[src/rtl/dma_chan_addr_pkg.sv]
package dma_chan_addr_pkg;
    typedef enum logic [0:0] {
        ST_IDLE   = 1'b0,
        ST_ACTIVE = 1'b1
    } chan_state_t;
endpackage

[src/rtl/dma_chan_base.sv]
module dma_chan_base #(
    parameter int SLICE_W = 20,
    parameter int MB_W    = 8,
    parameter int XB_W    = 3
) (
    input  logic [MB_W-1:0]         mbyte,
    input  logic [XB_W-1:0]         xbits,
    input  logic                    enh,
    output logic [MB_W+SLICE_W-1:0] base
);
    localparam int ADDR_W = MB_W + SLICE_W;

    logic [ADDR_W-1:0] base_def;
    logic [ADDR_W-1:0] base_sum;

    always_comb begin
        base_def = {mbyte, {SLICE_W{1'b0}}};
        base_sum = base_def + {{(ADDR_W-SLICE_W-XB_W){1'b0}}, xbits, {SLICE_W{1'b0}}};
        base     = enh ? {base_sum[ADDR_W-1:SLICE_W], {SLICE_W{1'b0}}} : base_def;
    end
endmodule

[src/rtl/dma_chan_steer.sv]
module dma_chan_steer #(
    parameter int ADDR_W = 28,
    parameter int DATA_W = 8,
    parameter int WIN_LO = 12,
    parameter int WIN_W  = 4,
    parameter logic [WIN_W-1:0] WIN_VAL = 4'hD
) (
    input  logic              clk,
    input  logic              rst_n,
    input  logic              active,
    input  logic              io_en,
    input  logic [ADDR_W-1:0] addr,
    input  logic              beat,
    input  logic              beat_wr,
    input  logic [DATA_W-1:0] wdata,
    input  logic              tp_en,
    input  logic [DATA_W-1:0] tp_val,
    output logic              io_sel,
    output logic              rd_stb,
    output logic              wr_en
);
    logic in_window;
    logic tp_hit;

    always_comb begin
        in_window = (addr[WIN_LO+WIN_W-1:WIN_LO] == WIN_VAL);
        tp_hit    = tp_en && (wdata == tp_val);
        io_sel    = active && io_en && in_window;
        rd_stb    = active && beat && !beat_wr;
        wr_en     = active && beat && beat_wr && !tp_hit;
    end

    assert_tp_block_R10: assert property (@(posedge clk) disable iff (!rst_n)
        (tp_en && wdata == tp_val) |-> !wr_en);
    assert_idle_quiet_R11: assert property (@(posedge clk) disable iff (!rst_n)
        !active |-> (!rd_stb && !wr_en && !io_sel));
    assert_rw_excl_R12: assert property (@(posedge clk) disable iff (!rst_n)
        !(rd_stb && wr_en));
endmodule

[src/rtl/dma_chan_addr.sv]
module dma_chan_addr
    import dma_chan_addr_pkg::*;
#(
    parameter int SLICE_W = 20,
    parameter int FRAC_W  = 8,
    parameter int MB_W    = 8,
    parameter int LIST_W  = 24,
    parameter int STEP_IW = 8,
    parameter int DATA_W  = 8
) (
    input  logic                    clk,
    input  logic                    rst_n,
    input  logic                    load,
    input  logic [LIST_W-1:0]       ld_addr,
    input  logic [MB_W-1:0]         ld_mbyte,
    input  logic                    ld_enh,
    input  logic [STEP_IW-1:0]      ld_step_int,
    input  logic [FRAC_W-1:0]       ld_step_frac,
    input  logic                    beat,
    input  logic                    beat_wr,
    input  logic [DATA_W-1:0]       wdata,
    input  logic                    tp_en,
    input  logic [DATA_W-1:0]       tp_val,
    output logic [MB_W+SLICE_W-1:0] addr,
    output logic                    io_sel,
    output logic                    rd_stb,
    output logic                    wr_en,
    output logic                    active
);
    localparam int ADDR_W = MB_W + SLICE_W;
    localparam int OFF_W  = SLICE_W + FRAC_W;
    localparam int STEP_W = STEP_IW + FRAC_W;
    localparam int XB_W   = LIST_W - 1 - SLICE_W;

    chan_state_t           state_q, state_d;
    logic [OFF_W-1:0]      off_q;
    logic [ADDR_W-1:0]     base_q;
    logic [STEP_W-1:0]     step_q;
    logic                  io_en_q;
    logic [ADDR_W-1:0]     base_new;
    logic                  advance;
    logic [OFF_W-1:0]      step_ext;

    dma_chan_base #(.SLICE_W(SLICE_W), .MB_W(MB_W), .XB_W(XB_W)) i_base (
        .mbyte (ld_mbyte),
        .xbits (ld_addr[LIST_W-2:SLICE_W]),
        .enh   (ld_enh),
        .base  (base_new)
    );

    always_comb begin
        state_d = state_q;
        unique case (state_q)
            ST_IDLE:   if (load) state_d = ST_ACTIVE;
            ST_ACTIVE: state_d = ST_ACTIVE;
            default:   state_d = ST_IDLE;
        endcase
    end

    always_ff @(posedge clk or negedge rst_n) begin
        if (!rst_n) state_q <= ST_IDLE;
        else        state_q <= state_d;
    end

    always_comb begin
        advance  = (state_q == ST_ACTIVE) && beat && !load;
        step_ext = {{(OFF_W-STEP_W){step_q[STEP_W-1]}}, step_q};
    end

    always_ff @(posedge clk or negedge rst_n) begin
        if (!rst_n) begin
            off_q   <= '0;
            base_q  <= '0;
            step_q  <= '0;
            io_en_q <= 1'b0;
        end else if (load) begin
            off_q   <= {ld_addr[SLICE_W-1:0], {FRAC_W{1'b0}}};
            base_q  <= base_new;
            step_q  <= {ld_step_int, ld_step_frac};
            io_en_q <= ld_addr[LIST_W-1];
        end else if (advance) begin
            off_q   <= off_q + step_ext;
        end
    end

    always_comb begin
        active = (state_q == ST_ACTIVE);
        addr   = {base_q[ADDR_W-1:SLICE_W], off_q[OFF_W-1:FRAC_W]};
    end

    dma_chan_steer #(.ADDR_W(ADDR_W), .DATA_W(DATA_W)) i_steer (
        .clk     (clk),
        .rst_n   (rst_n),
        .active  (active),
        .io_en   (io_en_q),
        .addr    (addr),
        .beat    (beat),
        .beat_wr (beat_wr),
        .wdata   (wdata),
        .tp_en   (tp_en),
        .tp_val  (tp_val),
        .io_sel  (io_sel),
        .rd_stb  (rd_stb),
        .wr_en   (wr_en)
    );

    assert_load_arms_R2: assert property (@(posedge clk) disable iff (!rst_n)
        load |=> active);
    assert_zero_hold_R6: assert property (@(posedge clk) disable iff (!rst_n)
        (active && beat && !load && step_q == '0) |=> $stable(addr));
    assert_slice_keep_R7: assert property (@(posedge clk) disable iff (!rst_n)
        (active && !load) |=> $stable(addr[ADDR_W-1:SLICE_W]));
    assert_io_window_R9: assert property (@(posedge clk) disable iff (!rst_n)
        io_sel |-> (addr[15:12] == 4'hD && active));
endmodule

[config.mk]
export PLATFORM = sky130hd
export DESIGN_NAME = dma_chan_addr
export DESIGN_NICKNAME = d
export VERILOG_FILES = /design/src/rtl/dma_chan_addr_pkg.sv /design/src/rtl/dma_chan_base.sv /design/src/rtl/dma_chan_steer.sv /design/src/rtl/dma_chan_addr.sv
export SDC_FILE = /design/constraint.sdc
export NUM_CORES = 1
export LEC_CHECK = 0
export BUFFER_PORTS_ARGS = -buffer_cell sky130_fd_sc_hd__buf_2
export CORE_UTILIZATION = 55
export CTS_BUF_LIST = sky130_fd_sc_hd__clkbuf_16
export CTS_CLUSTER_SIZE = 16
export DETAILED_ROUTE_END_ITERATION = 10
export HOLD_SLACK_MARGIN = 0.03
export PLACE_DENSITY_LB_ADDON = 0.15
export SYNTH_ARGS = -nofsm -noshare
export SYNTH_HDL_FRONTEND = slang
export SYNTH_SLANG_ARGS = --single-unit
[constraint.sdc]
create_clock -name clk -period 3 [get_ports clk]
set_clock_uncertainty 0.2 [all_clocks]
set_input_delay 0.45 -clock clk [delete_from_list [all_inputs] [get_ports clk]]
set_output_delay 0.45 -clock clk [all_outputs]
set_load 0.01 [all_outputs]
## Yosys cells after proc, flatten, opt, wreduce, memory -nomap -nowiden

Cells that the tools add are included.

- Multiply operators: 0
- Add/sub/neg operators: 2
- Reductions and logical operators: 12
- Magnitude comparators: 0
- Divide/modulo/power cells: 0
- Shift-type cells: 0
- Bitwise logic cells: 1
- Eq/ne operators: 2
- Mux-type cells: 5

Operators with widths:

| cell | number |
|---|---|
| 28-bit 2-to-1 mux | 3 |
| 28-bit by 23-bit adder with 28-bit output | 1 |
| 28-bit adder | 1 |
| 8-bit equality test | 1 |
| 1-bit logical AND | 8 |
| 4-bit equality test, second input constant | 1 |
| 1-bit logical NOT | 3 |
| 1-bit case mux with 2 select lines | 1 |
| 2-bit nonzero test | 1 |
| 1-bit 2-to-1 mux | 1 |
| 1-bit inverter | 1 |

- RAM bits: 0
- Memory bits (read-only): 0
- Memories: 0
- Bits in latches: 0
- Bits of input ports: 71
- Register bits after elaboration: 74
- Output and inout port bits: 32

## Depth between registers and ports, before layout

- Depth after elaboration: 4
- Gate-level depth with buffers: 11

## Modules after synthesis

From an unflattened synthesis, not the netlist that was laid out.

- Cell total of the unflattened synthesis: 478
- Area total of the unflattened synthesis: 4,352.9 µm²

Modules (own cells, without submodules):

| module | area an instance (µm²) | cells each | times used |
|---|---|---|---|
| dma_chan_addr | 3,844.9 | 410 | 1 |
| dma_chan_base | 389.1 | 51 | 1 |
| dma_chan_steer | 118.9 | 17 | 1 |

## Worst setup path after synthesis

OpenSTA, ideal clock, no wires.

- Path type: flip-flop to flip-flop
- Start point: register step_q[15]
- End point: register off_q[27]
- Path slack: 246 ps
- Cell stages (with the launch flop): 11
- Data required time: 2,735 ps
- Arrival time: 2,489 ps
- Period minus slack after synthesis: 2,754 ps
- Cells stage by stage: dfrtp_1 ha_1 clkbuf_1 o21ai_0 or2b_2 a41o_2 a2bb2oi_2 a2111oi_4 nor4b_1 and4bb_1 nand2_1

- Cells in the longest elaborated chain, start to end: 3

RTL lines:

| element | line | source |
|---|---|---|
| start, declared | dma_chan_addr.sv:38 | `logic [STEP_W-1:0] step_q;` |
| start signal, assigned | dma_chan_addr.sv:79 | `step_q <= {ld_step_int, ld_step_frac};` |
| 28-bit adder | dma_chan_addr.sv:82 | `off_q <= off_q + step_ext;` |
| 28-bit 2-to-1 mux | dma_chan_addr.sv:81 | `end else if (advance) begin` |
| 28-bit 2-to-1 mux | dma_chan_addr.sv:76 | `end else if (load) begin` |
| end signal, assigned | dma_chan_addr.sv:77 | `off_q <= {ld_addr[SLICE_W-1:0], {FRAC_W{1'b0}}};` |
| end signal, assigned | dma_chan_addr.sv:82 |  |
| end, declared | dma_chan_addr.sv:36 | `logic [OFF_W-1:0] off_q;` |

Every way passes these cells. The select of a mux whose other input is x is not followed.
A chain may end at the register's enable or synchronous reset.

## Worst setup path after layout

- Start point: register off_q[3]
- End point: register off_q[27]

- Cells in the longest elaborated chain, start to end: 3

RTL lines:

| element | line |
|---|---|
| 28-bit adder | dma_chan_addr.sv:82 |
| 28-bit 2-to-1 mux | dma_chan_addr.sv:81 |
| 28-bit 2-to-1 mux | dma_chan_addr.sv:76 |

Every way passes these cells. The select of a mux whose other input is x is not followed.

==> out/metrics.yaml <==
run_status:
  status: "finished clean"
layout:
  areaGrowthSynthToFinish_pct: 15.5
  drive_gt1_share_pct: 31.1
  fin_nets: 643
  diodes: 0
logic_synthesis:
  synth_top_family_by_area: "compound AO/OA/AOI/OAI gates"
  synthMuxAreaShare_pct: 6.55
  netlist_area_sq_um: 4190
  synth_top_area_share_pct: 32.3
  ys.flop_type: "dfrtp_1"
  synthCells: 456
  synth_cell_types: 66
  ys_top_cells_by_area: "dfrtp_1, ha_1, a21oi_1"
  yosys.area_share.adder_pct: 9.92
  synth-simple-area-share_pct: 14.3
  synthXorXnorAreaFrac_pct: 7.53
  syn_area_per_cell_sq_um: 9.18
  synth_edf_count: 0
  synth_nets: 559
  synth_compound_area_share_pct: 21.6
  yosysMostFrequentCell: "dfrtp_1"
  synth-async-reset-ratio_pct: 100
  ys_seq_area_share_pct: 32.3
  synth_largest_area_cell: "dfrtp_1"
  ys_warn_count: 0
  synth_common_cells: "dfrtp_1, nand2_1, a21oi_1, nor2_1, ha_1"
  ys_ff_latch: 54
floorplanning:
  ios: 103
  die_area_sq_um: 7960
  start_util_pct: 57.4
  rows: 31
  die_h_um: 89.2
  core_area_sq_um: 7290
  die_w_um: 89.2
grt:
  first_global_vias: 3352
  antenna_found_initial: 0
  grt_pass1_wl_um: 15300
  grt_use_total_pct: 24.8
  grt_start_max_net_pins: 37
  grt_overflow: 0
routing:
  routed_wl_um: 9420
  firstDrtPassIters: 5
  postRouteAntennaNets: 0
  viasPerCell: 5.49
  remaining_drc_errors: 0
  routedWlPerCell_um: 14.7
  num_vias: 3516
  drtIter0Drc: 132
sta:
  whs_ns: 0.162
  setup_viol: 0
  slew_viol_final: 0
  rsz0062_at_grt: "yes"
  worst_pin_slew_ns: 0.573
  layout_min_cycle_time_ns: 2.89
  maxSlewHeadroom_pct: 61.8
  fmaxAchievable_mhz: 346
  hold_viol: 0
  post-route-period-util_pct: 96.2
placed_design:
  gp_congestion: 0.844
  dpl.hpwl_um: 7150
  io_buffers: 102
worst_hold_path:
  hold_class: "in -> reg"
clocking:
  cts_tree: "done"
  clock_path_buffers: 2
  htreeDepth: 2
  cts_buffers: 5
  insertion_delay_ns: 0.29
  clock-sinks: 54
  root_buffer: "clkbuf_16"
  clk_pin_slew_ns: 0.07
critical_path:
  critPathLaunchType: "flip-flop"
  r2r_slack_ns: 0.11
  worstPathRequired_ns: 2.98
  cp_data_arrival_time_ns: 2.87
  worst-path-max-fanout: 5
  critical_path_class: "reg -> reg"
  end_kind: "flip-flop"
job:
  max_cap_viol_count: 0
power:
  total_power_mw: 2.80
  p_leak_nw: 2.32
  power.density_nw_per_um2: 578
  vdd_drop_max_mv: 0.273
==> final cells by class <==
| class | count | area [sq um] |
|---|---|---|
| clock inverters | 3 | 16.3 |
| flip-flops and latches | 54 | 1350 |
| clock buffers | 5 | 125 |
| inverters | 10 | 37.5 |
| repair buffers | 116 | 631 |
| well taps | 99 | 124 |
| multi-input cells | 353 | 2550 |
| fillers | 650 | 2460 |
==> critical path, stage by stage, from the launching register on <==
cell and delay (ns):
dfrtp_1 0.38, ha_1 0.43, nand2_1 0.08, o21a_1 0.27, o31a_1 0.31, a2bb2oi_2 0.20
a2111oi_4 0.46, nor4b_1 0.10, and4bb_1 0.30, nand2_1 0.06
==> stage by stage <==
| step | std cells | setup slack [ns] | util (%) | TNS (ns) | area (sq um) |
|---|---|---|---|---|---|
| final | 640 | 0.113 | 66.3 | 0 | 4830 |
| after floorplan | 456 | 0.246 | - | 0 | 4190 |
| after global routing | 640 | -0.0363 | 66.3 | -0.0586 | 4830 |
| after CTS | 637 | 0.00367 | 65.4 | 0 | 4770 |
| after global placement | 628 | 0.0965 | 63.3 | 0 | 4620 |
| after detailed placement | 628 | 0.00453 | 63.3 | 0 | 4620 |
==> report_power, final <==
group	leakage, nW	internal, mW	switching, mW
combinational	1.61	0.593	0.718
sequential	0.645	0.832	0.0853
clock	0.0689	0.306	0.262
==> cell usage in the layout, fill, tap and decap left out, types with 18 or more instances in the layout <==
cell type / count
xnor2_1: 22
dfrtp_1: 54
mux2_2: 19
buf_2: 102
a21o_1: 18
nand2_1: 50
a21oi_1: 47
ha_1: 28
nor2_1: 31
o21ai_0: 29
==> routing by layer <==
layer	GRT usage (%)	part of all wire (%)	vias up
met3	5.17	5.7	9
met4	6.35	1.1	0
met5	0	0	-
met1	32.7	47	1625
met2	41.6	46	104
li1	-	-	1778
==> path summary, 6_finish.rpt <==
path                                           start               endpoint  cells past startpoint
worst max-delay path            off_q[3]$_DFFE_PN0P_  off_q[27]$_DFFE_PN0P_                      9
worst min-delay path                      ld_addr[6]  off_q[14]$_DFFE_PN0P_                      3
worst max register to register  off_q[3]$_DFFE_PN0P_  off_q[27]$_DFFE_PN0P_                      9
worst min register to register   io_en_q$_DFFE_PN0P_    io_en_q$_DFFE_PN0P_                      1
max in group asynchronous                      rst_n  off_q[21]$_DFFE_PN0P_                      3
min in group asynchronous                      rst_n  step_q[8]$_DFFE_PN0P_                      2
==> flip-flops by register name, summed over array words and instances, names as in the netlist <==
| signal | count |
|---|---|
| off_q | 28 |
| step_q | 16 |
| base_q | 8 |
| active | 1 |
| io_en_q | 1 |
==> cells by family (layout without fill, tap and decap cells) <==
logic type / Yosys count / in the layout
flops: 54 / 54
fa+ha+maj: 32 / 32
compound gates: 134 / 134
buf+inv: 49 / 134
xor+xnor: 36 / 36
mux: 25 / 25
simple gates: 126 / 126
==> what timing repair did <==
item	4_1_cts	5_1_grt
setup buffers	0	3
endpoints found under the hold margin	21	0
endpoints found under the setup margin	0	7
hold buffers	1	0
resized for setup	0	8
(Power assumes the default switching activity.)
